File: src/rtl/stack_eval_pkg.sv
package stack_eval_pkg;

  typedef enum logic [2:0] {
    OP_NOP  = 3'd0,
    OP_PUSH = 3'd1,
    OP_POP  = 3'd2,
    OP_ADD  = 3'd3,
    OP_SUB  = 3'd4,
    OP_AND  = 3'd5,
    OP_OR   = 3'd6,
    OP_XOR  = 3'd7
  } stk_op_e;

  function automatic logic op_is_binary(stk_op_e op);
    return (op == OP_ADD) || (op == OP_SUB) || (op == OP_AND) ||
           (op == OP_OR)  || (op == OP_XOR);
  endfunction

endpackage

File: src/rtl/stack_eval_alu.sv
module stack_eval_alu
  import stack_eval_pkg::*;
#(
  parameter int W = 32
) (
  input  stk_op_e        op,
  input  logic [W-1:0]   lhs,   // second from top
  input  logic [W-1:0]   rhs,   // top
  output logic [W-1:0]   result
);

  always_comb begin
    unique case (op)
      OP_ADD:  result = lhs + rhs;
      OP_SUB:  result = lhs - rhs;   // operand order follows push order
      OP_AND:  result = lhs & rhs;
      OP_OR:   result = lhs | rhs;
      OP_XOR:  result = lhs ^ rhs;
      default: result = lhs;
    endcase
  end

endmodule

File: src/rtl/stack_eval_mem.sv
// Entry storage: one synchronous write port, two asynchronous read ports,
// suited to LUT-based distributed RAM.
module stack_eval_mem #(
  parameter int W     = 32,
  parameter int DEPTH = 8,
  localparam int AW   = (DEPTH > 1) ? $clog2(DEPTH) : 1
) (
  input  logic          clk,
  input  logic          we,
  input  logic [AW-1:0] waddr,
  input  logic [W-1:0]  wdata,
  input  logic [AW-1:0] raddr_top,
  input  logic [AW-1:0] raddr_nxt,
  output logic [W-1:0]  rdata_top,
  output logic [W-1:0]  rdata_nxt
);

  logic [W-1:0] cells [DEPTH];

  always_ff @(posedge clk) begin
    if (we) cells[waddr] <= wdata;
  end

  assign rdata_top = cells[raddr_top];
  assign rdata_nxt = cells[raddr_nxt];

endmodule

File: src/rtl/stack_eval_ctrl.sv
module stack_eval_ctrl
  import stack_eval_pkg::*;
#(
  parameter int DEPTH = 8,
  localparam int CW   = $clog2(DEPTH + 1)
) (
  input  logic          clk,
  input  logic          rst,
  input  logic          fire,
  input  stk_op_e       op,
  output logic [CW-1:0] depth_q,
  output logic          push_ok,
  output logic          pop_ok,
  output logic          bin_ok,
  output logic          ovf_q,
  output logic          unf_q
);

  localparam logic [CW-1:0] FULL_CNT = CW'(DEPTH);
  localparam logic [CW-1:0] TWO_CNT  = CW'(2);

  logic is_push, is_pop, is_bin;
  logic push_bad, pop_bad, bin_bad;

  assign is_push  = fire && (op == OP_PUSH);
  assign is_pop   = fire && (op == OP_POP);
  assign is_bin   = fire && op_is_binary(op);

  assign push_ok  = is_push && (depth_q != FULL_CNT);
  assign push_bad = is_push && (depth_q == FULL_CNT);
  assign pop_ok   = is_pop  && (depth_q != '0);
  assign pop_bad  = is_pop  && (depth_q == '0);
  assign bin_ok   = is_bin  && (depth_q >= TWO_CNT);
  assign bin_bad  = is_bin  && (depth_q <  TWO_CNT);

  always_ff @(posedge clk) begin
    if (rst) begin
      depth_q <= '0;
      ovf_q   <= 1'b0;
      unf_q   <= 1'b0;
    end else begin
      if (push_ok)
        depth_q <= depth_q + CW'(1);
      else if (pop_ok || bin_ok)
        depth_q <= depth_q - CW'(1);
      if (push_bad)
        ovf_q <= 1'b1;
      if (pop_bad || bin_bad)
        unf_q <= 1'b1;
    end
  end

  p_depth_bound_r7: assert property (@(posedge clk) disable iff (rst)
    depth_q <= FULL_CNT);

  p_full_push_r7: assert property (@(posedge clk) disable iff (rst)
    (fire && op == OP_PUSH && depth_q == FULL_CNT) |=> (ovf_q && $stable(depth_q)));

  p_short_operand_r8: assert property (@(posedge clk) disable iff (rst)
    (fire && op_is_binary(op) && depth_q < TWO_CNT) |=> (unf_q && $stable(depth_q)));

  p_empty_pop_r8: assert property (@(posedge clk) disable iff (rst)
    (fire && op == OP_POP && depth_q == '0) |=> (unf_q && $stable(depth_q)));

  p_ovf_sticky_r11: assert property (@(posedge clk) disable iff (rst)
    ovf_q |=> ovf_q);

  p_unf_sticky_r11: assert property (@(posedge clk) disable iff (rst)
    unf_q |=> unf_q);

endmodule

File: src/rtl/stack_eval_unit.sv
module stack_eval_unit
  import stack_eval_pkg::*;
#(
  parameter int W     = 32,
  parameter int DEPTH = 8,
  localparam int AW   = (DEPTH > 1) ? $clog2(DEPTH) : 1,
  localparam int CW   = $clog2(DEPTH + 1)
) (
  input  logic          clk,
  input  logic          rst,
  input  logic          cmd_valid,
  output logic          cmd_ready,
  input  logic [2:0]    cmd_op,
  input  logic [W-1:0]  cmd_data,
  output logic          res_valid,
  output logic [W-1:0]  res_data,
  output logic [CW-1:0] depth,
  output logic          err_overflow,
  output logic          err_underflow
);

  stk_op_e       op;
  logic          fire;
  logic          rdy_q;
  logic [CW-1:0] depth_q;
  logic          push_ok, pop_ok, bin_ok;
  logic          ovf_q, unf_q;
  logic [W-1:0]  top_w, nxt_w, alu_w;
  logic [AW-1:0] addr_top, addr_nxt, addr_wr;
  logic          mem_we;
  logic [W-1:0]  mem_wdata;
  logic          rv_q;
  logic [W-1:0]  rd_q;

  assign op   = stk_op_e'(cmd_op);
  assign fire = cmd_valid && rdy_q;

  always_ff @(posedge clk) begin
    if (rst) rdy_q <= 1'b0;
    else     rdy_q <= 1'b1;
  end

  stack_eval_ctrl #(.DEPTH(DEPTH)) u_ctrl (
    .clk     (clk),
    .rst     (rst),
    .fire    (fire),
    .op      (op),
    .depth_q (depth_q),
    .push_ok (push_ok),
    .pop_ok  (pop_ok),
    .bin_ok  (bin_ok),
    .ovf_q   (ovf_q),
    .unf_q   (unf_q)
  );

  assign addr_top  = AW'(depth_q - CW'(1));
  assign addr_nxt  = AW'(depth_q - CW'(2));
  assign addr_wr   = push_ok ? AW'(depth_q) : addr_nxt;
  assign mem_we    = push_ok || bin_ok;
  assign mem_wdata = push_ok ? cmd_data : alu_w;

  stack_eval_mem #(.W(W), .DEPTH(DEPTH)) u_mem (
    .clk       (clk),
    .we        (mem_we),
    .waddr     (addr_wr),
    .wdata     (mem_wdata),
    .raddr_top (addr_top),
    .raddr_nxt (addr_nxt),
    .rdata_top (top_w),
    .rdata_nxt (nxt_w)
  );

  stack_eval_alu #(.W(W)) u_alu (
    .op     (op),
    .lhs    (nxt_w),
    .rhs    (top_w),
    .result (alu_w)
  );

  always_ff @(posedge clk) begin
    if (rst) begin
      rv_q <= 1'b0;
      rd_q <= '0;
    end else begin
      rv_q <= pop_ok;
      if (pop_ok) rd_q <= top_w;
    end
  end

  assign cmd_ready     = rdy_q;
  assign res_valid     = rv_q;
  assign res_data      = rd_q;
  assign depth         = depth_q;
  assign err_overflow  = ovf_q;
  assign err_underflow = unf_q;

  p_result_source_r3: assert property (@(posedge clk) disable iff (rst)
    res_valid |-> $past(cmd_valid && cmd_ready && cmd_op == 3'd2 && depth != '0));

  p_pop_shrinks_r3: assert property (@(posedge clk) disable iff (rst)
    (cmd_valid && cmd_ready && cmd_op == 3'd2 && depth != '0) |=>
      (res_valid && depth == $past(depth) - CW'(1)));

  p_push_grows_r2: assert property (@(posedge clk) disable iff (rst)
    (cmd_valid && cmd_ready && cmd_op == 3'd1 && depth != CW'(DEPTH)) |=>
      (depth == $past(depth) + CW'(1)));

  p_idle_hold_r9: assert property (@(posedge clk) disable iff (rst)
    (!cmd_valid || cmd_op == 3'd0) |=> ($stable(depth) && !res_valid));

endmodule

File: config.mk
export PLATFORM = sky130hd
export DESIGN_NAME = stack_eval_unit
export DESIGN_NICKNAME = d
export VERILOG_FILES = /design/src/rtl/stack_eval_pkg.sv /design/src/rtl/stack_eval_alu.sv /design/src/rtl/stack_eval_mem.sv /design/src/rtl/stack_eval_ctrl.sv /design/src/rtl/stack_eval_unit.sv
export SDC_FILE = /design/constraint.sdc
export NUM_CORES = 1
export LEC_CHECK = 0
export BUFFER_PORTS_ARGS = -buffer_cell sky130_fd_sc_hd__buf_2
export CAP_MARGIN = 20
export CORE_ASPECT_RATIO = 0.5
export CORE_MARGIN = 10
export CORE_UTILIZATION = 30
export DETAILED_ROUTE_END_ITERATION = 6
export HOLD_SLACK_MARGIN = 0.05
export SYNTH_ARGS = -nofsm -noshare
export SYNTH_HDL_FRONTEND = slang
export SYNTH_SLANG_ARGS = --single-unit
export TNS_END_PERCENT = 1
File: constraint.sdc
create_clock -name clk -period 9.02 [get_ports clk]
set_input_delay 1.353 -clock clk [delete_from_list [all_inputs] [get_ports clk]]
set_output_delay 1.353 -clock clk [all_outputs]
set_load 0.005 [all_outputs]
* Yosys cells after proc, flatten, opt, wreduce, memory -nomap -nowiden
Memory sizes are Yosys's and may differ from the RTL's.
Index checks and enable logic that the tools add are counted.
** Storage, ports and cells
- Memories kept :: 1
- Bits in writable memories :: 256
- Register bits :: 40
- Input port bits :: 38
- Output and inout port bits :: 40
** Operators by class
- Reductions and logical operators :: 20
- Eq/ne operators :: 9
- $lt $le $gt $ge :: 2
- Add/sub/neg operators :: 5
- Muxes and demuxes :: 8
- Bitwise operators :: 3
** Memory list
- u_mem.cells :: depth 8, bits a word 32, rd ports 2, clocked after memory_dff 0, write ports 1, RTL line stack_eval_mem.sv:18 : logic [W-1:0] cells [DEPTH];
** Operators by type and width (count)
- $pmux 32 s5 :: 1
- $add 32x32->32 :: 1
- $and 32x32->32 :: 1
- $mux 32 :: 1
- $or 32x32->32 :: 1
- $sub 32x32->32 :: 1
- $xor 32x32->32 :: 1
- $eq 3x3->1 const B :: 4
- $logic_and 1x1->1 :: 10
- $mux 4 :: 2
- $logic_or 1x1->1 :: 7
- $eq 3x2->1 const B :: 2
- $add 4x1->4 const B :: 1
- $eq 4x4->1 const B :: 1
- $ge 4x2->1 const B :: 1
- $logic_not 4->1 :: 1
- $lt 4x2->1 const B :: 1
- $ne 4x4->1 const B :: 1
- $reduce_bool 4->1 :: 1
- $sub 4x1->4 const B :: 1
- $eq 3x1->1 const B :: 1
- $mux 1 :: 3
- $mux 3 :: 1
- $sub 3x2->3 const B :: 1
- $reduce_bool 2->1 :: 1

* Logic depth before layout (Yosys ltp)
Gate-level depths: netlist of run 1.
- Word-level depth :: 10
- Depth in mapped cells :: 34
- Gate-level depth less buffers :: 22

* Hierarchy
From an unflattened synthesis of run 1, not the netlist that was laid out.
** Unflattened totals
- Cells, all modules :: 1451
- Area, all modules :: 19033.3 um2
** By module, submodules not included
- stack_eval_mem :: instances 1, cells each 497, seq. area each 7687.4 um2, area an instance 11898.9 um2
- stack_eval_alu :: instances 1, cells each 756, seq. area each 0.0 um2, area an instance 4934.7 um2
- stack_eval_unit :: instances 1, cells each 155, seq. area each 680.7 um2, area an instance 1800.5 um2
- stack_eval_ctrl :: instances 1, cells each 43, seq. area each 120.1 um2, area an instance 399.1 um2

* Worst setup path after synthesis of run 1
No wires, ideal clock.
- Path type :: register to register
- Start point :: register u_ctrl.depth_q[0]
- End point :: memory u_mem.cells[0][22], data pin
- Period minus slack after synthesis :: 7.574 ns
- Cell stages (with the launch flop) :: 34
- Setup slack :: 1.446 ns
- Arrival :: 7.291 ns
- Cell sequence :: dfxtp_1 > buf_6 > buf_12 > buf_6 > buf_6 > buf_6 > buf_4 > buf_4 > buf_4 > inv_1 > ha_1 > clkbuf_1 > xor2_1 > buf_4 > buf_4 > buf_2 > buf_2 > mux2i_1 > ha_1 > inv_1 > nor3_1 > nand2_1 > nand2_1 > xnor2_1 > ha_1 > a21oi_1 > a21boi_0 > o311a_1 > a211oi_1 > a21oi_1 > a21oi_1 > xnor2_1 > a21oi_1 > a311oi_1
** On the way
- Word-level cells in the longest chain between the ends :: 5
- Elaborated cells between the ends (all ways) :: 12
** RTL lines
- from (decl) :: RTL line stack_eval_ctrl.sv:11 : output logic [CW-1:0] depth_q,
- from (signal assigned) :: RTL line stack_eval_ctrl.sv:43 : depth_q <= depth_q + CW'(1);
- from (signal assigned) :: RTL line stack_eval_ctrl.sv:45 : depth_q <= depth_q - CW'(1);
- $sub 4x1->4 or $sub 3x2->3 (tied branches)
- $mem_v2 8x32
- $sub 32x32->32, or another cell as far along :: RTL line stack_eval_alu.sv:15 : OP_SUB: result = lhs - rhs;
- $pmux 32 s5 :: RTL line stack_eval_alu.sv:13 : unique case (op)
- $mux 32 * :: RTL line stack_eval_unit.sv:60 : assign mem_wdata = push_ok ? cmd_data : alu_w;
- named net mem_wdata[22] :: RTL line stack_eval_unit.sv:31 : logic [W-1:0] mem_wdata;
- to (decl) :: RTL line stack_eval_mem.sv:18
The timed path passes the listed nets; every way through them passes the cells marked *.

* Worst setup path in the final report of run 1
- Start point :: register u_ctrl.depth_q[0]
- End point :: memory u_mem.cells[4][22], data pin
** On the way
- Word-level cells in the longest chain between the ends :: 5
- Elaborated cells between the ends (all ways) :: 12
** RTL lines
- $sub 4x1->4 *
- $mem_v2 8x32 *
- named net top_w[4] :: RTL line stack_eval_unit.sv:28 : logic [W-1:0] top_w, nxt_w, alu_w;
- $sub 32x32->32 or $add 32x32->32 (tied branches) :: RTL line stack_eval_alu.sv:15, stack_eval_alu.sv:14
- $pmux 32 s5 * :: RTL line stack_eval_alu.sv:13
- $mux 32 * :: RTL line stack_eval_unit.sv:60
- named net mem_wdata[22] :: RTL line stack_eval_unit.sv:31
Marked as above.

==> results of run 1 <==
-- layer usage --
layer / part of all wire / vias to the layer above / routed length (µm)
met5: 0 / - / 0
li1: - / 5711 / -
met2: 0.47 / 429 / 24200
met1: 0.45 / 6454 / 23000
met3: 0.057 / 78 / 2920
met4: 0.025 / 0 / 1260
-- registers in the layout, indices dropped and copies added (netlist names) --
signal	cells
cmd_ready	1
res_data	32
res_valid	1
u_ctrl.depth_q	4
u_ctrl.ovf_q	1
u_ctrl.unf_q	1
u_mem.cells	256
-- per-stage QoR --
step                      cells  worst slack (ns)   util
after detailed placement   2289              1.20  0.327
after floorplan            1461              1.45      -
final                      2344              1.13  0.343
after global placement     2289              1.34  0.327
after global routing       2344             0.474  0.343
after CTS                  2344              1.17  0.343
-- worst register-to-register path: cells and delay by family (launching register included) --
family	cells	cell delay, ns
fa+ha+maj	2	1.35
mux	1	0.47
flops	1	0.91
xor+xnor	2	0.34
buf+inv	2	0.46
simple gates	6	1.77
compound gates	7	2.26
-- layout make-up --
type / instances / area share
flip-flops and latches: 296 / 0.416
clock inverters: 13 / 0.00490
well taps: 812 / 0.0497
inverters: 75 / 0.0138
clock buffers: 42 / 0.0414
multi-input cells: 992 / 0.442
repair buffers: 114 / 0.0324
-- report_power, final --
| group | leakage (µW) | internal [µW] | switching (µW) |
|---|---|---|---|
| logic | 0.00402 | 591 | 933 |
| registers | 0.00262 | 1600 | 23.0 |
| clock network | 0.000468 | 682 | 506 |
| total | 0.00712 | 2870 | 1460 |
-- how the worst min path moves through the flow --
stage / from / endpoint / slack (ns) / depth (start not counted)
5_1_grt: u_ctrl.unf_q / u_ctrl.unf_q / 0.52 / 2
6_report: u_ctrl.unf_q / u_ctrl.unf_q / 0.47 / 2
3_5_place_dp: u_ctrl.unf_q / u_ctrl.unf_q / 0.46 / 2
2_1_floorplan: u_ctrl.unf_q / u_ctrl.unf_q / 0.46 / 2
3_3_place_gp: u_ctrl.unf_q / u_ctrl.unf_q / 0.44 / 2
4_1_cts: u_ctrl.unf_q / u_ctrl.unf_q / 0.47 / 2
-- cells in the final DEF, fill, tap and decap left out, types with 45 or more instances in the layout --
master      n
nor2_1     97
ha_1      100
buf_2      77
edfxtp_1  256
inv_1      69
mux4_2    126
a211oi_1   60
o21ai_0    85
xnor2_1    45
a21oi_1    94
nand2_1   112
-- synth_stat cells, types with 3 or more instances --
master,n
a211o_1,3
a211oi_1,60
a21o_1,16
a21oi_1,96
a221oi_1,8
a31oi_1,9
and2_1,9
and3_1,4
and4_1,3
buf_1,7
buf_2,13
buf_4,8
buf_6,4
clkbuf_1,64
dfxtp_1,40
edfxtp_1,256
ha_1,102
inv_1,69
inv_2,6
mux2_2,18
mux2i_1,42
mux2i_2,4
mux4_1,4
mux4_2,126
nand2_1,112
nand2b_1,4
nand3_1,15
nand4_1,3
nand4b_1,3
nor2_1,102
nor2b_1,5
nor3_1,22
nor3_2,3
o211ai_1,5
o21a_1,7
o21ai_0,85
o21ai_1,3
o221ai_1,4
o31ai_1,3
or2_2,5
or3_1,7
xnor2_1,45
xor2_1,16
-- cells by family after synthesis --
family	after synthesis	synth area share
adder cells (fa/ha/maj)	103	0.0713
XOR/XNOR	62	0.0303
AND/OR/NAND/NOR	311	0.0796
flip-flops	296	0.467
AO/OA/AOI/OAI	321	0.110
multiplexers	195	0.201
buffers and inverters	173	0.0411
==> flow_summary.toml, run 1 <==
[status]
result_of_the_run = "finished, final reports clean"

[place]
finalWeightedCongestion = 0.906
placed_cell_area_mm2 = 0.0195
portBuffers = 77
detailed_place_hpwl_um = 35500

[logic_synthesis]
asyncSetResetFlopFracSynth = 0
postSynthNetCount = 1602
yosys_warnings = 0
postSynthCellCount = 1461
synth_area_leaders = "edfxtp_1 (42%), mux4_2 (16%), ha_1 (7.0%), dfxtp_1 (4.4%), a21oi_1 (2.6%)"
fraction_of_the_yosys_area_taken_by_sequential_cells = 0.467
yosys.area.top_type = "edfxtp_1"
yosysTopAreaCellShare = 0.423
synthDistinctLibCells = 73
synthesis.area_mm2 = 0.0182
register_bit_count_reported_by_yosys = 296
synth_flop_cell = "edfxtp_1"
number_of_enable_type_register_cells_in_the_synthesized_netlist = 256
synthesis.area_per_instance_um2 = 12.4

[critical_path]
crit_end = "u_mem.cells[4][22]"
crit_path_start = "u_ctrl.depth_q[0]"
reg2reg_slack_ns = 1.13
worst_path_depth = 20
critPathLaunchType = "flip-flop"
most_common_cell_on_crit_path = "a21oi_1"
r2r_cells = 20
crit_type = "flip-flop to flip-flop"
timing.critical_path.to_type = "flip-flop"
worst_path_largest_cell_delay_ns = 1.00
cp_slowest_cell = "ha_4"
source_of_the_worst_register_to_register_timing_path = "u_ctrl.depth_q[0]"
crit_path_cell_trace = "inv_1, ha_4, mux4_2, nand2_1, and2_1, inv_2, or4_1, nor3_1, a21oi_1, xnor2_1, ha_1, and4_1, nor2b_1, o311a_1, a211oi_1, a21oi_1, a21oi_1, xnor2_1, a21oi_1, a311oi_1"
cp_max_fo = 68
cpLargestDelayFamily = "compound AO/OA/AOI/OAI gates"
crit_arrival_ns = 8.15
reg2reg_to = "u_mem.cells[4][22]"
worstPathBufferInverterCount = 2
worst_ep_required_time_ns = 9.27

[drt]
total_via_count_after_detailed_routing = 12700
antenna_violating_nets_post_route = 0
vias_per_cell = 5.41
drtPass1Iterations = 6
initial_drt_markers = 1147
postRouteWirelength_um = 51300
wl_per_cell_um = 21.9
remaining_drc_errors = 0

[power_and_ir_drop]
power_per_cell_area_mw_per_mm2 = 212
vdd_drop_max_mv = 0.136
finalPower_uw = 4330
cellLeakagePower_uw = 0.00712

[cts]
clk_latency_ns = 0.58
numCtsBuffers = 30
cts.htree.levels = 1
numClockSinks = 296
tritoncts = "yes"
cts_hold_buffers = 0
clk_pin_slew_worst_paths_ns = 0.07
cts-root-to-sink-buffers = 3
cts-resized-gates = 0
clock-root-buffer = "clkbuf_16"
postCtsSetupBuffers = 0

[global_route]
grt_max_degree = 69
via_count_of_the_first_global_routing_pass = 12600
global_route_wire_length_before_repair_um = 77900
grt_use_met2 = 0.228
groute.usage.overall = 0.138
groute.layer.met1.usage = 0.189
antenna_found_initial = 0
grt_use_met3 = 0.0187
final_global_route_overflow_total = 0
grt.busiest_layer = "met2"

[die]
die-area_mm2 = 0.0714
die_x_um = 368
floorplan.core_area_mm2 = 0.0596
rows = 63
top_level_ports = 78
die_height_um = 194
start_util = 0.305

[final_layout]
layout-drive-gt1-share = 0.225
flow.area_growth_from_synthesis_pct = 12.5
multi_input_comb_area_mm2 = 0.00903
finalNetCount = 1650
filler_cell_count = 5826
seq_cell_area_mm2 = 0.00850
fin_area_mm2 = 0.0204
antennaDiodeCount = 0

[timing]
transition_time_of_the_tightest_slew_check_pin_ns = 1.09
finalWorstPathRequiredPeriod_ns = 7.89
finalCritPeriodShare = 0.875
slew_headroom = 0.263
final-max-slew-violation-count = 0
max_freq_ghz = 0.127
rsz_0062_raised_after_global_routing = "false"
timing.setup.tns_ns = 0
finalSetupViolations = 0
fin_hold_ws_ns = 0.474
hold_viol_final = 0
clock_skew_ns = 0.0242

[flow_run]
max_cap_violations = 0

[hold_path]
hp-class = "flip-flop to flip-flop"
Power figures use the tool's default switching activity.
==> run 2: changes to the inputs <==
--- a/config.mk
+++ b/config.mk
@@ -14,5 +14,6 @@
 export HOLD_SLACK_MARGIN = 0.05
 export SYNTH_ARGS = -nofsm -noshare
 export SYNTH_HDL_FRONTEND = slang
+export SYNTH_HIERARCHICAL = 1
 export SYNTH_SLANG_ARGS = --single-unit
 export TNS_END_PERCENT = 1
==> flow_summary.toml, run 2 <==
[power_and_ir_drop]
vdd_drop_max_mv = 0.157
power.clock.fraction = 0.308
combPwrFrac = 0.313
power_per_cell_area_mw_per_mm2 = 197
sw_frac_of_total = 0.321
cellLeakagePower_uw = 0.00784
pint_uw = 2840
power.switching_uw = 1340
seq_power_share = 0.379

[cts]
numCtsBuffers = 31
cts.htree.levels = 1
clock-root-buffer = "clkbuf_16"
clk_pin_slew_worst_paths_ns = 0.07
numClockSinks = 296
cts-resized-gates = 0
postCtsSetupBuffers = 0
clk_latency_ns = 0.60
tritoncts = "yes"
cts_hold_buffers = 0
cts-root-to-sink-buffers = 3

[drt]
initial_drt_markers = 1433
vias_per_cell = 5.52
drtPass1Iterations = 6
remaining_drc_errors = 0
total_via_count_after_detailed_routing = 13000
antenna_violating_nets_post_route = 0
postRouteWirelength_um = 54800
wl_per_cell_um = 23.2

[timing]
rsz_0062_raised_after_global_routing = "false"
final-max-slew-violation-count = 0
clock_skew_ns = 0.0274
slew_headroom = 0.274
max_freq_ghz = 0.137
finalWorstPathRequiredPeriod_ns = 7.29
hold_viol_final = 0
transition_time_of_the_tightest_slew_check_pin_ns = 1.09
finalSetupViolations = 0
timing.setup.tns_ns = 0
finalCritPeriodShare = 0.808

[critical_path]
crit_path_start = "u_ctrl/depth_q[1]"
r2r_cells = 19
worst_path_largest_cell_delay_ns = 0.88
crit_arrival_ns = 7.60
crit_type = "flip-flop to flip-flop"
worst_ep_required_time_ns = 9.33
timing.critical_path.to_type = "flip-flop"
cp_max_fo = 16
critPathLaunchType = "flip-flop"
cpLargestDelayFamily = "simple AND/OR/NAND/NOR gates"
cp_slowest_cell = "nor4_1"
reg2reg_slack_ns = 1.73
source_of_the_worst_register_to_register_timing_path = "u_ctrl/depth_q[1]"
reg2reg_to = "u_mem/cells[4][31]"
worstPathBufferInverterCount = 2
crit_path_cell_trace = "clkinv_1, ha_1, inv_1, mux2_2, nor4_1, and3_1, nand2_1, nor3b_1, nand2_1, o21ai_0, xnor2_1, ha_1, nand3_1, or3_1, or2_2, o32ai_1, mux2i_1, o2111ai_1, mux2_2"

[logic_synthesis]
synthDistinctLibCells = 77
post-synth-top-count-cell = "edfxtp_1"
number_of_enable_type_register_cells_in_the_synthesized_netlist = 256
register_bit_count_reported_by_yosys = 296
synth-simple-area-share = 0.0703
fraction_of_the_yosys_area_taken_by_sequential_cells = 0.446
commonest_cells_in_the_netlist = "edfxtp_1 (256), ha_1 (99), nor2_1 (90)"
postSynthNetCount = 1590
synth_adder_area_share = 0.0672
yosys_warnings = 6
yosys.area.top_type = "edfxtp_1"
synth-compound-area-share = 0.0985
synth_flop_cell = "edfxtp_1"
synth_area_leaders = "edfxtp_1 (40%), mux4_1 (11%), ha_1 (6.5%), mux4_2 (5.7%), dfxtp_1 (4.2%)"
postSynthCellCount = 1451
asyncSetResetFlopFracSynth = 0
yosysTopAreaCellShare = 0.404
dominant_combinational_cell_family_by_area_after_synthesis = "multiplexers"
synth_mux_area_frac = 0.250
synth_xor_area_frac = 0.0244
synthesis.area_mm2 = 0.0190
synthesis.area_per_instance_um2 = 13.1

[die]
top_level_ports = 78
start_util = 0.302
die_height_um = 198
die_x_um = 376
die-area_mm2 = 0.0745
rows = 65
floorplan.core_area_mm2 = 0.0629

[final_layout]
layout-drive-gt1-share = 0.215
finalNetCount = 1639
non_filler_instances = 2362
flow.area_growth_from_synthesis_pct = 11.8
final_cell_mix = "edfxtp_1 (256), ha_1 (99), nand2_1 (89)"
antennaDiodeCount = 0
layout.cells.most_common = "edfxtp_1"
max_ffs_per_register = 256
top_register = "u_mem/cells"

[hold_path]
hold_depth = 2
hold_end = "u_ctrl/unf_q"
hp-class = "flip-flop to flip-flop"
hold_path_startpoint = "u_ctrl/unf_q"

[place]
post-place-cells = 2303
portBuffers = 77
detailed_place_hpwl_um = 35900
finalWeightedCongestion = 0.949

[global_route]
groute.usage.overall = 0.142
global_route_wire_length_before_repair_um = 81600
grt_max_degree = 72
final_global_route_overflow_total = 0
antenna_found_initial = 0
via_count_of_the_first_global_routing_pass = 12700

[flow_run]
max_cap_violations = 0

[status]
result_of_the_run = "finished, final reports clean"
run 2: cell count changes in the layout (fill, tap and decap cells not counted), moves of 11 or more:
cell | previous run | this run
xor2_1 | 15 | 4
a211oi_1 | 60 | 15
nor2_1 | 97 | 84
o21ai_0 | 85 | 67
mux2_4 | 0 | 27
mux2_2 | 18 | 70
mux4_2 | 126 | 48
a21oi_1 | 94 | 76
mux4_1 | 4 | 80
nand2_1 | 112 | 89
run 2: kinds of logic after synthesis:
group,after synthesis
compound gates,290
simple gates,280
buf+inv,168
xor+xnor,53
flops,296
fa+ha+maj,101
mux,263
run 2: worst max-delay path by stage:
stage	slack (ns)	cells past startpoint	endpoint
3_5_place_dp	1.92	19	u_mem/cells[4][31]
4_1_cts	1.87	19	u_mem/cells[4][31]
3_3_place_gp	2.13	20	u_mem/cells[4][31]
2_1_floorplan	3.01	23	u_mem/cells[0][31]
5_1_grt	1.29	19	u_mem/cells[1][31]
6_report	1.73	19	u_mem/cells[4][31]
run 2: power by group through the flow:
| stage | registers [µW] | clock network, µW | logic (µW) |
|---|---|---|---|
| after floorplan | 1610 | 0 | 958 |
| after global placement | 1610 | 0 | 1270 |
| after detailed placement | 1610 | 0 | 1280 |
| after CTS | 1580 | 1310 | 1290 |
| after global routing | 1590 | 1370 | 1430 |
| final | 1580 | 1290 | 1310 |
run 2: cell type report:
cell class | count | area (µm²)
multi-input cells | 987 | 9810
fillers | 6125 | 41700
inverters | 78 | 295
flip-flops and latches | 296 | 8490
clock inverters | 25 | 234
clock buffers | 33 | 783
well taps | 837 | 1050
repair buffers | 106 | 607
run 2: metrics by stage:
step                      worst slack (ns)  instance area (µm²)  utilization  power, µW  hold WS [ns]
after floorplan                       3.01                19000            -       2570         0.461
after global placement                2.13                20200        0.322       2890         0.453
after detailed placement              1.92                20200        0.322       2900         0.471
after CTS                             1.87                21300        0.338       4190         0.488
after global routing                  1.29                21300        0.338       4380         0.494
final                                 1.73                21300        0.338       4180         0.483
run 2: per-layer routing:
| metal | wire, µm | part of all wire | global-route usage |
|---|---|---|---|
| met1 | 25000 | 0.46 | 0.201 |
| met2 | 24200 | 0.44 | 0.222 |
| met3 | 4090 | 0.075 | 0.0239 |
| met4 | 1520 | 0.028 | 0.0406 |
| met5 | 0 | 0 | 0 |
run 2: worst min-delay path, cell delays in order (launching register included):
cell and delay, ns:
dfxtp_1 0.33, a31oi_1 0.04, nor2_1 0.07
